**src/rtl/wb_dest_override_pkg.sv**
```systemverilog
package wb_dest_override_pkg;

  // Strobes from control to datapath, decoded once per cycle
  typedef struct packed {
    logic loadArm;   // capture a new pending address
    logic consume;   // a real write takes the pending address
    logic restore;   // context restore overrides everything
  } ovrStrobes_t;

  // Next-state source selection for the override register
  typedef enum logic [1:0] {
    SRC_HOLD    = 2'd0,
    SRC_ARM     = 2'd1,
    SRC_CLEAR   = 2'd2,
    SRC_RESTORE = 2'd3
  } ovrSrc_t;

endpackage

```
**src/rtl/wb_dest_override_remap.sv**
```systemverilog
module wb_dest_override_remap #(
  parameter int ADDR_W = 9,
  parameter int MODE   = 1   // 0: identity, 1: XOR with key
) (
  input  logic [ADDR_W-1:0] inAddr,
  input  logic [ADDR_W-1:0] remapKey,
  output logic [ADDR_W-1:0] outAddr
);
  generate
    if (MODE == 0) begin : g_identity
      logic [ADDR_W-1:0] unusedKey;
      assign unusedKey = remapKey;
      assign outAddr   = inAddr;
    end else begin : g_xor
      for (genvar b = 0; b < ADDR_W; b++) begin : g_bit
        assign outAddr[b] = inAddr[b] ^ remapKey[b];
      end
    end
  endgenerate
endmodule

```
**src/rtl/wb_dest_override_ctrl.sv**
```systemverilog
module wb_dest_override_ctrl
  import wb_dest_override_pkg::*;
(
  input  logic        armValid,
  input  logic        exWritesReg,
  input  logic        exCondPass,
  input  logic        ctxRestore,
  input  logic        pendEn,
  output logic        writeNow,
  output ovrStrobes_t strobes,
  output ovrSrc_t     nextSrc
);
  always_comb begin
    writeNow        = exWritesReg & exCondPass;
    strobes.restore = ctxRestore;
    strobes.loadArm = armValid;
    strobes.consume = writeNow & pendEn;

    // Priority: restore, then a new arm, then consumption
    if (strobes.restore)      nextSrc = SRC_RESTORE;
    else if (strobes.loadArm) nextSrc = SRC_ARM;
    else if (strobes.consume) nextSrc = SRC_CLEAR;
    else                      nextSrc = SRC_HOLD;
  end
endmodule

```
**src/rtl/wb_dest_override_dp.sv**
```systemverilog
module wb_dest_override_dp
  import wb_dest_override_pkg::*;
#(
  parameter int ADDR_W  = 9,
  parameter int ARM_W   = 32,
  parameter int REMAP_MODE = 1,
  localparam int STATE_W = ADDR_W + 1
) (
  input  logic               clk,
  input  logic               rstN,
  input  ovrStrobes_t        strobes,
  input  ovrSrc_t            nextSrc,
  input  logic [ARM_W-1:0]   armOperand,
  input  logic [ADDR_W-1:0]  exDestAddr,
  input  logic [ADDR_W-1:0]  remapKey,
  input  logic [STATE_W-1:0] ctxRestoreState,
  output logic               pendEn,
  output logic [ADDR_W-1:0]  wbAddr,
  output logic [STATE_W-1:0] ovrState
);
  logic [ADDR_W-1:0] pendAddr;
  logic [ADDR_W-1:0] armAddr;
  logic [ADDR_W-1:0] selAddr;
  logic              nextEn;
  logic [ADDR_W-1:0] nextAddr;

  // Only the low address bits of the arm operand are retained
  assign armAddr = armOperand[ADDR_W-1:0];

  generate
    if (ARM_W > ADDR_W) begin : g_dropUpper
      logic [ARM_W-ADDR_W-1:0] droppedBits;
      assign droppedBits = armOperand[ARM_W-1:ADDR_W];
    end
  endgenerate

  always_comb begin
    nextEn   = pendEn;
    nextAddr = pendAddr;
    unique case (nextSrc)
      SRC_RESTORE: begin
        nextEn   = ctxRestoreState[STATE_W-1];
        nextAddr = ctxRestoreState[ADDR_W-1:0];
      end
      SRC_ARM: begin
        nextEn   = 1'b1;
        nextAddr = armAddr;
      end
      SRC_CLEAR: nextEn = 1'b0;
      default: ;
    endcase
  end

  always_ff @(posedge clk) begin
    if (!rstN) begin
      pendEn   <= 1'b0;
      pendAddr <= '0;
    end else begin
      pendEn   <= nextEn;
      pendAddr <= nextAddr;
    end
  end

  // Consumption uses the state held at the start of the cycle
  assign selAddr  = strobes.consume ? pendAddr : exDestAddr;
  assign ovrState = {pendEn, pendAddr};

  wb_dest_override_remap #(
    .ADDR_W (ADDR_W),
    .MODE   (REMAP_MODE)
  ) u_remap (
    .inAddr   (selAddr),
    .remapKey (remapKey),
    .outAddr  (wbAddr)
  );
endmodule

```
**src/rtl/wb_dest_override.sv**
```systemverilog
module wb_dest_override
  import wb_dest_override_pkg::*;
#(
  parameter int ADDR_W     = 9,
  parameter int ARM_W      = 32,
  parameter int REMAP_MODE = 1,
  localparam int STATE_W   = ADDR_W + 1
) (
  input  logic               clk,
  input  logic               rstN,
  input  logic               armValid,
  input  logic [ARM_W-1:0]   armOperand,
  input  logic               exWritesReg,
  input  logic               exCondPass,
  input  logic [ADDR_W-1:0]  exDestAddr,
  input  logic [ADDR_W-1:0]  remapKey,
  input  logic               ctxRestore,
  input  logic [STATE_W-1:0] ctxRestoreState,
  output logic               wbValid,
  output logic [ADDR_W-1:0]  wbAddr,
  output logic [STATE_W-1:0] ovrState
);
  ovrStrobes_t strobes;
  ovrSrc_t     nextSrc;
  logic        pendEn;

  wb_dest_override_ctrl u_ctrl (
    .armValid    (armValid),
    .exWritesReg (exWritesReg),
    .exCondPass  (exCondPass),
    .ctxRestore  (ctxRestore),
    .pendEn      (pendEn),
    .writeNow    (wbValid),
    .strobes     (strobes),
    .nextSrc     (nextSrc)
  );

  wb_dest_override_dp #(
    .ADDR_W     (ADDR_W),
    .ARM_W      (ARM_W),
    .REMAP_MODE (REMAP_MODE)
  ) u_dp (
    .clk             (clk),
    .rstN            (rstN),
    .strobes         (strobes),
    .nextSrc         (nextSrc),
    .armOperand      (armOperand),
    .exDestAddr      (exDestAddr),
    .remapKey        (remapKey),
    .ctxRestoreState (ctxRestoreState),
    .pendEn          (pendEn),
    .wbAddr          (wbAddr),
    .ovrState        (ovrState)
  );
endmodule

```
**config.mk**
```make
export PLATFORM = sky130hd
export DESIGN_NAME = wb_dest_override
export DESIGN_NICKNAME = d
export VERILOG_FILES = /design/src/rtl/wb_dest_override_pkg.sv /design/src/rtl/wb_dest_override_remap.sv /design/src/rtl/wb_dest_override_ctrl.sv /design/src/rtl/wb_dest_override_dp.sv /design/src/rtl/wb_dest_override.sv
export SDC_FILE = /design/constraint.sdc
export NUM_CORES = 1
export LEC_CHECK = 0
export BUFFER_PORTS_ARGS = -buffer_cell sky130_fd_sc_hd__clkbuf_2
export CAP_MARGIN = 0
export CORE_MARGIN = 5
export CORE_UTILIZATION = 32
export CTS_CLUSTER_DIAMETER = 40
export DETAILED_ROUTE_END_ITERATION = 10
export PLACE_DENSITY = 0.87
export SLEW_MARGIN = 20
export SYNTH_ARGS = -nofsm -noshare
export SYNTH_HDL_FRONTEND = slang
export SYNTH_SLANG_ARGS = --single-unit
```
**constraint.sdc**
```tcl
create_clock -name clk -period 1.7 [get_ports clk]
set_input_delay 0.34 -clock clk [delete_from_list [all_inputs] [get_ports clk]]
set_output_delay 0.34 -clock clk [all_outputs]
set_load 0.02 [all_outputs]
```
==> impl_summary.txt <==
----------------------------------------------------
[Logic synthesis]
  Synth Register Bits ... 10
  Area share of fa/ha/maj cells after synthesis ... 1.724%
  Distinct cell type count after synthesis ... 18
  Area fraction in compound gates after synthesis ... 7.759%
  Mapped Avg Cell Area ... 9.071 um2
  Xor-xnor portion of the synthesized cell area ... 10.86%
  Post-synthesis simple-gate area fraction ... 17.41%
  Mux share of post-synthesis cell area ... 24.83%
  Number of nets in the synthesized netlist ... 147
  Seq/Total Area, Yosys ... 27.59%
  Proportion of netlist area held by the largest area contributor ... 27.59%
  Summed instance area of the synthesized netlist ... 725.7 um2
  Synthesis warning total ... 0
  Ranking of synthesized cells by area ... sky130_fd_sc_hd__dfxtp_1 (28%), sky130_fd_sc_hd__mux2i_1 (25%), sky130_fd_sc_hd__xnor2_1 (11%), sky130_fd_sc_hd__and2_1 (8.6%), sky130_fd_sc_hd__o21ai_1 (4.8%)
  Cell count after synthesis ... 80
  Largest area contributor in the synthesized netlist ... sky130_fd_sc_hd__dfxtp_1
  Largest family of logic cells by synthesized area ... multiplexers

[Layout]
  Nets@finish ... 215
  Most common cell after layout, fill and taps aside ... sky130_fd_sc_hd__clkbuf_2
  Count of antenna diodes in the layout ... 0
  Highest-count cells in the layout ignoring fill and taps ... sky130_fd_sc_hd__clkbuf_2 (53), sky130_fd_sc_hd__mux2i_1 (12), sky130_fd_sc_hd__buf_4 (12)
  Proportion of layout cells with a drive suffix above 1 ... 54.11%
  Multi-input gate area ... 489.2 um2
  Area delta synth->final ... 56.90%
  Fillers ... 238
  Register area ... 201.4 um2

[Route]
  WL/cell ... 11.80 um
  Final antenna-violating net count ... 0
  Number of vias after detailed routing ... 779
  Via density ... 4.477
  Number of search-and-repair iterations in the first detailed-routing pass ... 4
  Number of DRC violations after detailed routing ... 0
  Initial DRC Count ... 21
  Total routed wirelength ... 2.053 mm

[Placement]
  Gpl congestion ... 0.6745
  Worst slack at placement ... 0.03033 ns
  # port buffers ... 62
  Half-perimeter wire length of the detailed placement result ... 1.679 mm

[STA]
  Setup slack of the critical path after layout ... 0.01052 ns
  Max Fclk ... 591.9 MHz
  Setup repair after global routing missed its margin ... yes
  Number of max-slew violations in the final report ... 0
  Skew final ... 0 ns
  Worst-Margin Slew ... 0.1814 ns
  Final-report setup violation count ... 0
  Portion of the clock cycle consumed by the worst path in the final layout ... 99.38%
  Final hold violation count ... 0
  Min Tclk post-route ... 1.689 ns
  Max transition margin ... 87.67%

[Power]
  Power Density ... 620.1 nW/um2
  Overall power after layout ... 706.1 uW
  Combinational Power Share ... 39.5%
  Net switching component of the power ... 232.7 uW
  Cell-internal power ... 473.4 uW
  Part of the total power dissipated in the clock network ... 23.0%
  Leak ... 0.6047 nW
  Switch share ... 32.96%
  Proportion of power drawn by flip-flops and latches ... 37.6%
  Maximum vdd drop ... 0.0003271 V

[Floorplanning]
  Ports placed on the boundary ... 86
  Std cell rows ... 17
  Die area ... 3320 um2
  Die X-Extent ... 57.62 um
  Starting density of the core ... 33.12%
  Placeable Area ... 2191 um2
  Die Span Y ... 57.62 um

[Clock network]
  H-tree Lvls ... 1
  Maximum buffer depth of the clock tree ... 2
  CTS clk-pin slew, worst paths ... 0.07 ns
  Clock buffers created by TritonCTS ... 3
  Clock network latency to the later pin of the worst-skew pair ... 0.26 ns
  Clk sink count ... 10
  Clock tree from TritonCTS ... yes
  Root buffer selected by CTS ... sky130_fd_sc_hd__clkbuf_4
  Hold-fix buffers, CTS ... 0

[Critical path]
  Critical path launch point type ... register
  Maximum fanout encountered on the critical timing path ... 5
  Type of the setup path with the least slack ... reg2out
  Required time of the worst setup path ... 1.36 ns
  Worst path arrival time ... 1.35 ns
  Endpoint class of the critical path ... output port

[Global routing]
  Global route overflow ... 0
  Tot GR Track Use ... 12.28%
  Number of antenna violations at the first check in global routing ... 0
  Pin count of the biggest net entering global routing ... 14
  Global-route wire length before repair ... 3.263 mm
  Vias in the first global route ... 809

[Min path]
  Worst min path class ... in2reg

[Run status]
  Run status ... finished, final reports clean

[Flow run]
  Count of maximum capacitance violations ... 0

----------------------------------------------------
==> cell usage after synthesis, drive strengths merged <==
cell,n
a31oi,1
and2,10
buf,4
bufbuf,1
dfxtp,10
ha,1
inv,1
mux2i,18
nand2,9
nand2b,1
nand3,1
nand3b,1
nor2,3
o21ai,10
xnor2,9
==> stage by stage <==
stage / hold slack, ns / cell area [um2] / instances / util (%) / setup TNS [ns]
finish: 0.3272 / 1139 / 174 / 51.97 / 0
floorplan: 0.4617 / 725.7 / 80 / - / 0
global placement: 0.5490 / 1033 / 169 / 47.17 / 0
detailed placement: 0.5581 / 1033 / 169 / 47.17 / 0
CTS: 0.3240 / 1100 / 174 / 50.20 / -0.02895
global route: 0.3224 / 1139 / 174 / 51.97 / -0.4445
==> flip-flops by register name, summed over array words and instances, names as in the netlist <==
name / cells
u_dp.pendAddr: 9
u_dp.pendEn: 1
==> cells by family (layout without fill, tap and decap cells) <==
family / count (synthesis) / after routing
DFF: 10 / 10
and+or+nand+nor: 25 / 25
xor gates and xnor gates: 9 / 9
muxes: 18 / 18
adders and majority gates: 1 / 1
AOI/OAI and AO/OA: 11 / 11
buffers and inverters: 6 / 72
==> what timing repair did <==
item / 4_1_cts / 5_1_grt
gates resized for setup: 8 / 21
setup endpoints to repair: 8 / 9
pin swaps: 1 / 6
setup buffers: 2 / 0
==> worst max-delay path: stages, from the launching register on <==
cell,delay (ns)
sky130_fd_sc_hd__dfxtp_2,0.36
sky130_fd_sc_hd__nand3_4,0.09
sky130_fd_sc_hd__buf_8,0.15
sky130_fd_sc_hd__mux2i_2,0.18
sky130_fd_sc_hd__xnor2_1,0.15
sky130_fd_sc_hd__buf_4,0.17
==> power by group through the flow <==
| stage | Combinational, mW | Clock (mW) | Sequential (mW) |
|---|---|---|---|
| 3_5_place_dp | 0.253 | 0 | 0.268 |
| 6_report | 0.279 | 0.162 | 0.265 |
| 3_3_place_gp | 0.247 | 0 | 0.267 |
| 4_1_cts | 0.265 | 0.168 | 0.264 |
| 2_1_floorplan | 0.142 | 0 | 0.283 |
| 5_1_grt | 0.305 | 0.186 | 0.268 |
==> metal layers <==
layer	global-route usage, %	vias to the layer above	wire length (um)
met2	23.71	32	1093
met5	0	-	0
met3	4.677	0	206
met1	12.15	344	752
met4	2.980	0	0
li1	-	403	-
==> final cells by class <==
class	instances	share of cell area [%]
flip-flops and latches	10	17.69
well taps	28	3.077
multi-input cells	64	42.97
inverters	1	0.3297
repair buffers	68	33.96
clock buffers	3	1.978
==> worst paths after layout <==
path | slack, ns | to | startpoint | cells past startpoint
hold / removal | 0.33 | u_dp.pendEn | ctxRestoreState[9] | 3
setup reg to reg | 0.35 | u_dp.pendEn | u_dp.pendEn | 7
setup / recovery | 0.01 | wbAddr[7] | u_dp.pendEn | 5
hold reg to reg | 0.66 | u_dp.pendAddr[0] | u_dp.pendAddr[0] | 3
No activity file was read; power rests on OpenSTA's default activity.
